[src/rtl/adc_omux_pkg.sv]
package adc_omux_pkg;
  localparam int SEL_W = 3;

  typedef enum logic [SEL_W-1:0] {
    SEL_DATA = 3'b000,
    SEL_MID  = 3'b001,
    SEL_ALT  = 3'b010,
    SEL_ZERO = 3'b011,
    SEL_ONES = 3'b100,
    SEL_USER = 3'b101,
    SEL_RAMP = 3'b110,
    SEL_PRBS = 3'b111
  } pat_sel_e;
endpackage

[src/rtl/adc_omux_offset.sv]
module adc_omux_offset #(
  parameter int W   = 10,
  parameter int OFS = 6
) (
  input  logic [W-1:0]   sample,
  input  logic [OFS-1:0] offset,
  output logic [W-1:0]   result
);
  localparam int SW = W + 2;
  localparam logic signed [SW-1:0] MAXV = SW'((1 << W) - 1);

  logic signed [SW-1:0] a_ext, o_ext, sum;

  always_comb begin
    a_ext = $signed({2'b00, sample});
    o_ext = $signed({{(SW-OFS){offset[OFS-1]}}, offset});
    sum   = a_ext + o_ext;
    if (sum < 0)
      result = '0;
    else if (sum > MAXV)
      result = '1;
    else
      result = sum[W-1:0];
  end
endmodule

[src/rtl/adc_omux_patgen.sv]
module adc_omux_patgen
  import adc_omux_pkg::*;
#(
  parameter int          W      = 10,
  parameter logic [W-1:0] SEED  = 1,
  parameter int          TAP_HI = W - 1,
  parameter int          TAP_LO = 6
) (
  input  logic     clk,
  input  logic     rst_n,
  input  logic     adv,
  input  pat_sel_e sel,
  input  logic [W-1:0] user,
  output logic [W-1:0] pat
);
  function automatic logic [W-1:0] alt_word();
    logic [W-1:0] v;
    for (int i = 0; i < W; i++) v[i] = (i % 2 == 0);
    return v;
  endfunction

  localparam logic [W-1:0] ALT_A = alt_word();
  localparam logic [W-1:0] ALT_B = ~ALT_A;
  localparam logic [W-1:0] MID   = {1'b1, {(W-1){1'b0}}};

  pat_sel_e     last_sel_q;
  logic         have_q;
  logic [W-1:0] alt_q, ramp_q, lfsr_q;
  logic         fresh;
  logic [W-1:0] cur_alt, cur_ramp, cur_lfsr;

  always_comb begin
    fresh    = !have_q || (sel != last_sel_q);
    cur_alt  = fresh ? ALT_A : alt_q;
    cur_ramp = fresh ? '0    : ramp_q;
    cur_lfsr = fresh ? SEED  : lfsr_q;
    unique case (sel)
      SEL_MID:  pat = MID;
      SEL_ALT:  pat = cur_alt;
      SEL_ZERO: pat = '0;
      SEL_ONES: pat = '1;
      SEL_USER: pat = user;
      SEL_RAMP: pat = cur_ramp;
      SEL_PRBS: pat = cur_lfsr;
      default:  pat = '0;
    endcase
  end

  always_ff @(posedge clk) begin
    if (!rst_n) begin
      have_q     <= 1'b0;
      last_sel_q <= SEL_DATA;
      alt_q      <= ALT_A;
      ramp_q     <= '0;
      lfsr_q     <= SEED;
    end else if (adv) begin
      have_q     <= 1'b1;
      last_sel_q <= sel;
      alt_q      <= (cur_alt == ALT_A) ? ALT_B : ALT_A;
      ramp_q     <= cur_ramp + 1'b1;
      lfsr_q     <= {cur_lfsr[W-2:0], cur_lfsr[TAP_HI] ^ cur_lfsr[TAP_LO]};
    end
  end

  // a nonzero seed with a maximal-length feedback never reaches the all-zero lock state
  a_r10_lfsr_live: assert property (@(posedge clk) disable iff (!rst_n)
    lfsr_q != '0);
endmodule

[src/rtl/adc_omux.sv]
module adc_omux
  import adc_omux_pkg::*;
#(
  parameter int W   = 10,
  parameter int OFS = 6
) (
  input  logic           clk,
  input  logic           rst_n,
  input  logic           in_valid,
  output logic           in_ready,
  input  logic [W-1:0]   in_sample,
  input  logic [OFS-1:0] cfg_offset,
  input  logic [2:0]     cfg_sel,
  input  logic [W-1:0]   cfg_user,
  output logic           out_valid,
  input  logic           out_ready,
  output logic [W-1:0]   out_code
);
  pat_sel_e     sel;
  logic         fire;
  logic [W-1:0] adj, pat, nxt;

  assign sel      = pat_sel_e'(cfg_sel);
  assign in_ready = !out_valid || out_ready;
  assign fire     = in_valid && in_ready;

  adc_omux_offset #(.W(W), .OFS(OFS)) u_ofs (
    .sample (in_sample),
    .offset (cfg_offset),
    .result (adj)
  );

  adc_omux_patgen #(.W(W)) u_pat (
    .clk   (clk),
    .rst_n (rst_n),
    .adv   (fire),
    .sel   (sel),
    .user  (cfg_user),
    .pat   (pat)
  );

  assign nxt = (sel == SEL_DATA) ? adj : pat;

  always_ff @(posedge clk) begin
    if (!rst_n) begin
      out_valid <= 1'b0;
      out_code  <= '0;
    end else if (fire) begin
      out_valid <= 1'b1;
      out_code  <= nxt;
    end else if (out_ready) begin
      out_valid <= 1'b0;
    end
  end

  a_r12_latency: assert property (@(posedge clk) disable iff (!rst_n)
    fire |=> out_valid);
  a_r13_hold: assert property (@(posedge clk) disable iff (!rst_n)
    (out_valid && !out_ready) |=> (out_valid && $stable(out_code)));
  a_r4_nonneg_ofs: assert property (@(posedge clk) disable iff (!rst_n)
    (fire && sel == SEL_DATA && !cfg_offset[OFS-1]) |=> (out_code >= $past(in_sample)));
  a_r5_neg_ofs: assert property (@(posedge clk) disable iff (!rst_n)
    (fire && sel == SEL_DATA && cfg_offset[OFS-1]) |=> (out_code <= $past(in_sample)));
  a_r6_zero: assert property (@(posedge clk) disable iff (!rst_n)
    (fire && sel == SEL_ZERO) |=> (out_code == '0));
  a_r8_user: assert property (@(posedge clk) disable iff (!rst_n)
    (fire && sel == SEL_USER) |=> (out_code == $past(cfg_user)));
endmodule

[config.mk]
export PLATFORM = sky130hd
export DESIGN_NAME = adc_omux
export DESIGN_NICKNAME = d
export VERILOG_FILES = /design/src/rtl/adc_omux_pkg.sv /design/src/rtl/adc_omux_offset.sv /design/src/rtl/adc_omux_patgen.sv /design/src/rtl/adc_omux.sv
export SDC_FILE = /design/constraint.sdc
export NUM_CORES = 1
export LEC_CHECK = 0
export BUFFER_PORTS_ARGS = -buffer_cell sky130_fd_sc_hd__buf_2
export CAP_MARGIN = 20
export CORE_MARGIN = 1
export CORE_UTILIZATION = 56
export CTS_BUF_LIST = sky130_fd_sc_hd__clkbuf_16
export CTS_CLUSTER_SIZE = 40
export DETAILED_ROUTE_END_ITERATION = 10
export PLACE_DENSITY = 0.91
export SKIP_CTS_REPAIR_TIMING = 1
export SLEW_MARGIN = 5
export SYNTH_ARGS = -nofsm -noshare
export SYNTH_HDL_FRONTEND = slang
export SYNTH_SLANG_ARGS = --single-unit
[constraint.sdc]
create_clock -name clk -period 3.5 [get_ports clk]
set_clock_uncertainty 0.2 [all_clocks]
set_input_delay 0.7 -clock clk [delete_from_list [all_inputs] [get_ports clk]]
set_output_delay 0.7 -clock clk [all_outputs]
set_load 0.02 [all_outputs]
==> flow_summary.ini <==
[clock_tree]
cts_sinks = 37
htreeDepth = 2
clock_path_buffers = 2
cts_inserted_buffers = 5
tritoncts = yes
cts_root_buf = clkbuf_16
cts.clk_slew.worst_paths_ns = 0.05
clk_latency_ns = 0.28

[timing]
drv_slew = 0
layout_setup_ws_ns = 0.805
fmax_ghz = 0.371
period_share_pct = 77.0
worstMarginPinSlew_ns = 0.564
max_slew_margin_pct = 62.4
grt_setup_unrepaired = no
hold_viol = 0
fin_crit_ns = 2.70
setup_viol = 0
tns_ns = 0

[yosys]
ys_ff_latch = 37
synth_nets = 357
synth_top_area_share_pct = 28.9
yosysSeqAreaShare_pct = 28.9
synth-async-reset-ratio_pct = 0
synthTopCellsByCount = 37 x dfxtp_1, 34 x nand2_1, 24 x nor2_1
synth_area_mm2 = 0.00257
synth-main-ff-cell = dfxtp_1
syn_avg_cell_area_um2 = 8.25
ys_types = 57
synth.top_cells.by_area = dfxtp_1 29%, ha_1 5.9%, nand2_1 5.0%
synthCells = 311
synth-edff-count = 0
yosysMostFrequentCell = dfxtp_1
synth_largest_area_cell = dfxtp_1
yosys_warnings = 0

[global_route]
grt_usage_pct = 28.3
grt_max_degree = 38
antenna_found_initial = 0
grt_remaining_overflow = 0
first_global_vias = 2296
grt_pass1_wl_um = 10900

[worst_hold_path]
hp-class = flop to flop

[placement]
dpl_worst_slack_ns = 0.573
dp_hpwl_um = 4900
port_buffers = 44
gp_routability_congestion = 0.931
dpl-instance-area_mm2 = 0.00281

[die]
die_area_mm2 = 0.00486
core-area_mm2 = 0.00438
io_pins = 45
fp-row-count = 24
start_util_pct = 58.5
die_h_um = 69.7
die_w_um = 69.7

[finish]
antenna_cells = 0
final_nets = 397
area_growth_pct = 14.5
fin_area_mm2 = 0.00294
final_core_util_pct = 67.0
n_fill_cell = 366
drive_above_1_share_pct = 20.2

[critical_path]
critPathCaptureType = flop
cp.arrival_ns = 2.67
critPathLaunchType = primary input
critPathMaxFanout = 12
path_class = primary input to flop
required_ns = 3.47

[routing]
vias = 2577
wirelength_um = 6630
avgViaCountPerCell = 6.39
first_iter_violations = 302
wl_per_cell_um = 16.4
drc = 0
first_pass_iters = 6
antenna_left = 0

[status]
outcome = finished, final reports clean

[power_and_ir_drop]
power_leakage_nw = 1.23
vdd_drop_max_uv = 288
finalPower_w = 0.00112
powerDensity_mw_per_mm2 = 381

[job]
drv_cap = 0
-- worst paths after layout --
check	start	endpoint	slack (ns)	cells past startpoint
worst max register to register	u_pat.last_sel_q[0]	u_pat.ramp_q[8]	1.08	9
worst max-delay path	cfg_sel[0]	u_pat.ramp_q[8]	0.80	10
worst min-delay path	u_pat.lfsr_q[1]	u_pat.lfsr_q[2]	0.28	2
worst min register to register	u_pat.lfsr_q[1]	u_pat.lfsr_q[2]	0.28	2
-- worst max-delay path, cell delays in order --
cell and delay, ns:
buf_2 0.17, xor2_1 0.17, a21oi_1 0.45, and3_1 0.23, ha_1 0.18, and3_1 0.21, nand2_1 0.12, nor3_2 0.19
xnor2_1 0.09, and2_1 0.16
-- cell families (layout without fill, tap and decap cells) --
family	after synthesis	count (layout)	synth area share, %
compound gates	99	99	28.3
xor+xnor	12	12	4.39
fa+ha+maj	13	13	6.63
buf+inv	27	67	4.88
flops	37	37	28.9
mux	5	5	2.39
simple gates	118	118	24.6
-- final cells by class --
cell class	count	area, um^2	share of cell area (%)
timing repair buffer	49	258	8.77
tap	52	65.1	2.21
multi-input combinational	247	1700	57.9
clock buffer	5	125	4.26
inverter	11	41.3	1.41
sequential	37	741	25.2
clock inverter	2	7.51	0.256
-- per-stage QoR --
step	hold WS [ns]	std cells
floorplan	0.244	311
global placement	0.256	396
detailed placement	0.266	396
CTS	0.273	403
global route	0.291	403
finish	0.276	403
-- sequential cells by signal, indices dropped and copies added, names as in the netlist --
| name | count |
|---|---|
| u_pat.ramp_q | 10 |
| out_code | 10 |
| u_pat.lfsr_q | 10 |
| out_valid | 1 |
| u_pat.last_sel_q | 3 |
| u_pat.have_q | 1 |
| u_pat.alt_q | 2 |
-- per-layer routing --
metal | GRT usage, % | wire length, um | vias to the layer above
li1 | - | - | 1238
met1 | 40.1 | 2890 | 1206
met2 | 41.7 | 3030 | 112
met3 | 6.69 | 548 | 21
met4 | 10.2 | 165 | 0
met5 | 0 | 0 | -
-- cell usage in the layout, fill, tap and decap left out, types with 4 or more instances in the layout --
master     count
a21boi_1      11
a21boi_0       6
nand2_1       34
clkbuf_16      5
nor3_2         4
dfxtp_1       37
o21ai_0       19
nor2b_1        4
a21oi_1       12
o21a_1         4
a32oi_1        5
buf_2         44
and2_1         5
a31oi_1        6
inv_1         12
o221ai_1       7
ha_1          12
and3_1        10
nor2_1        24
nand2b_1       6
nand3b_1       4
buf_4          5
nand4_1       11
a21o_1         5
xnor2_1        8
-- where the power goes --
part	total [W]	switching [W]	leakage [nW]	internal, W
combinational	0.000252	0.000150	0.856	0.000103
sequential	0.000456	0.0000150	0.303	0.000441
clock	0.000412	0.000158	0.0685	0.000254
No activity file was read; power rests on OpenSTA's default activity.
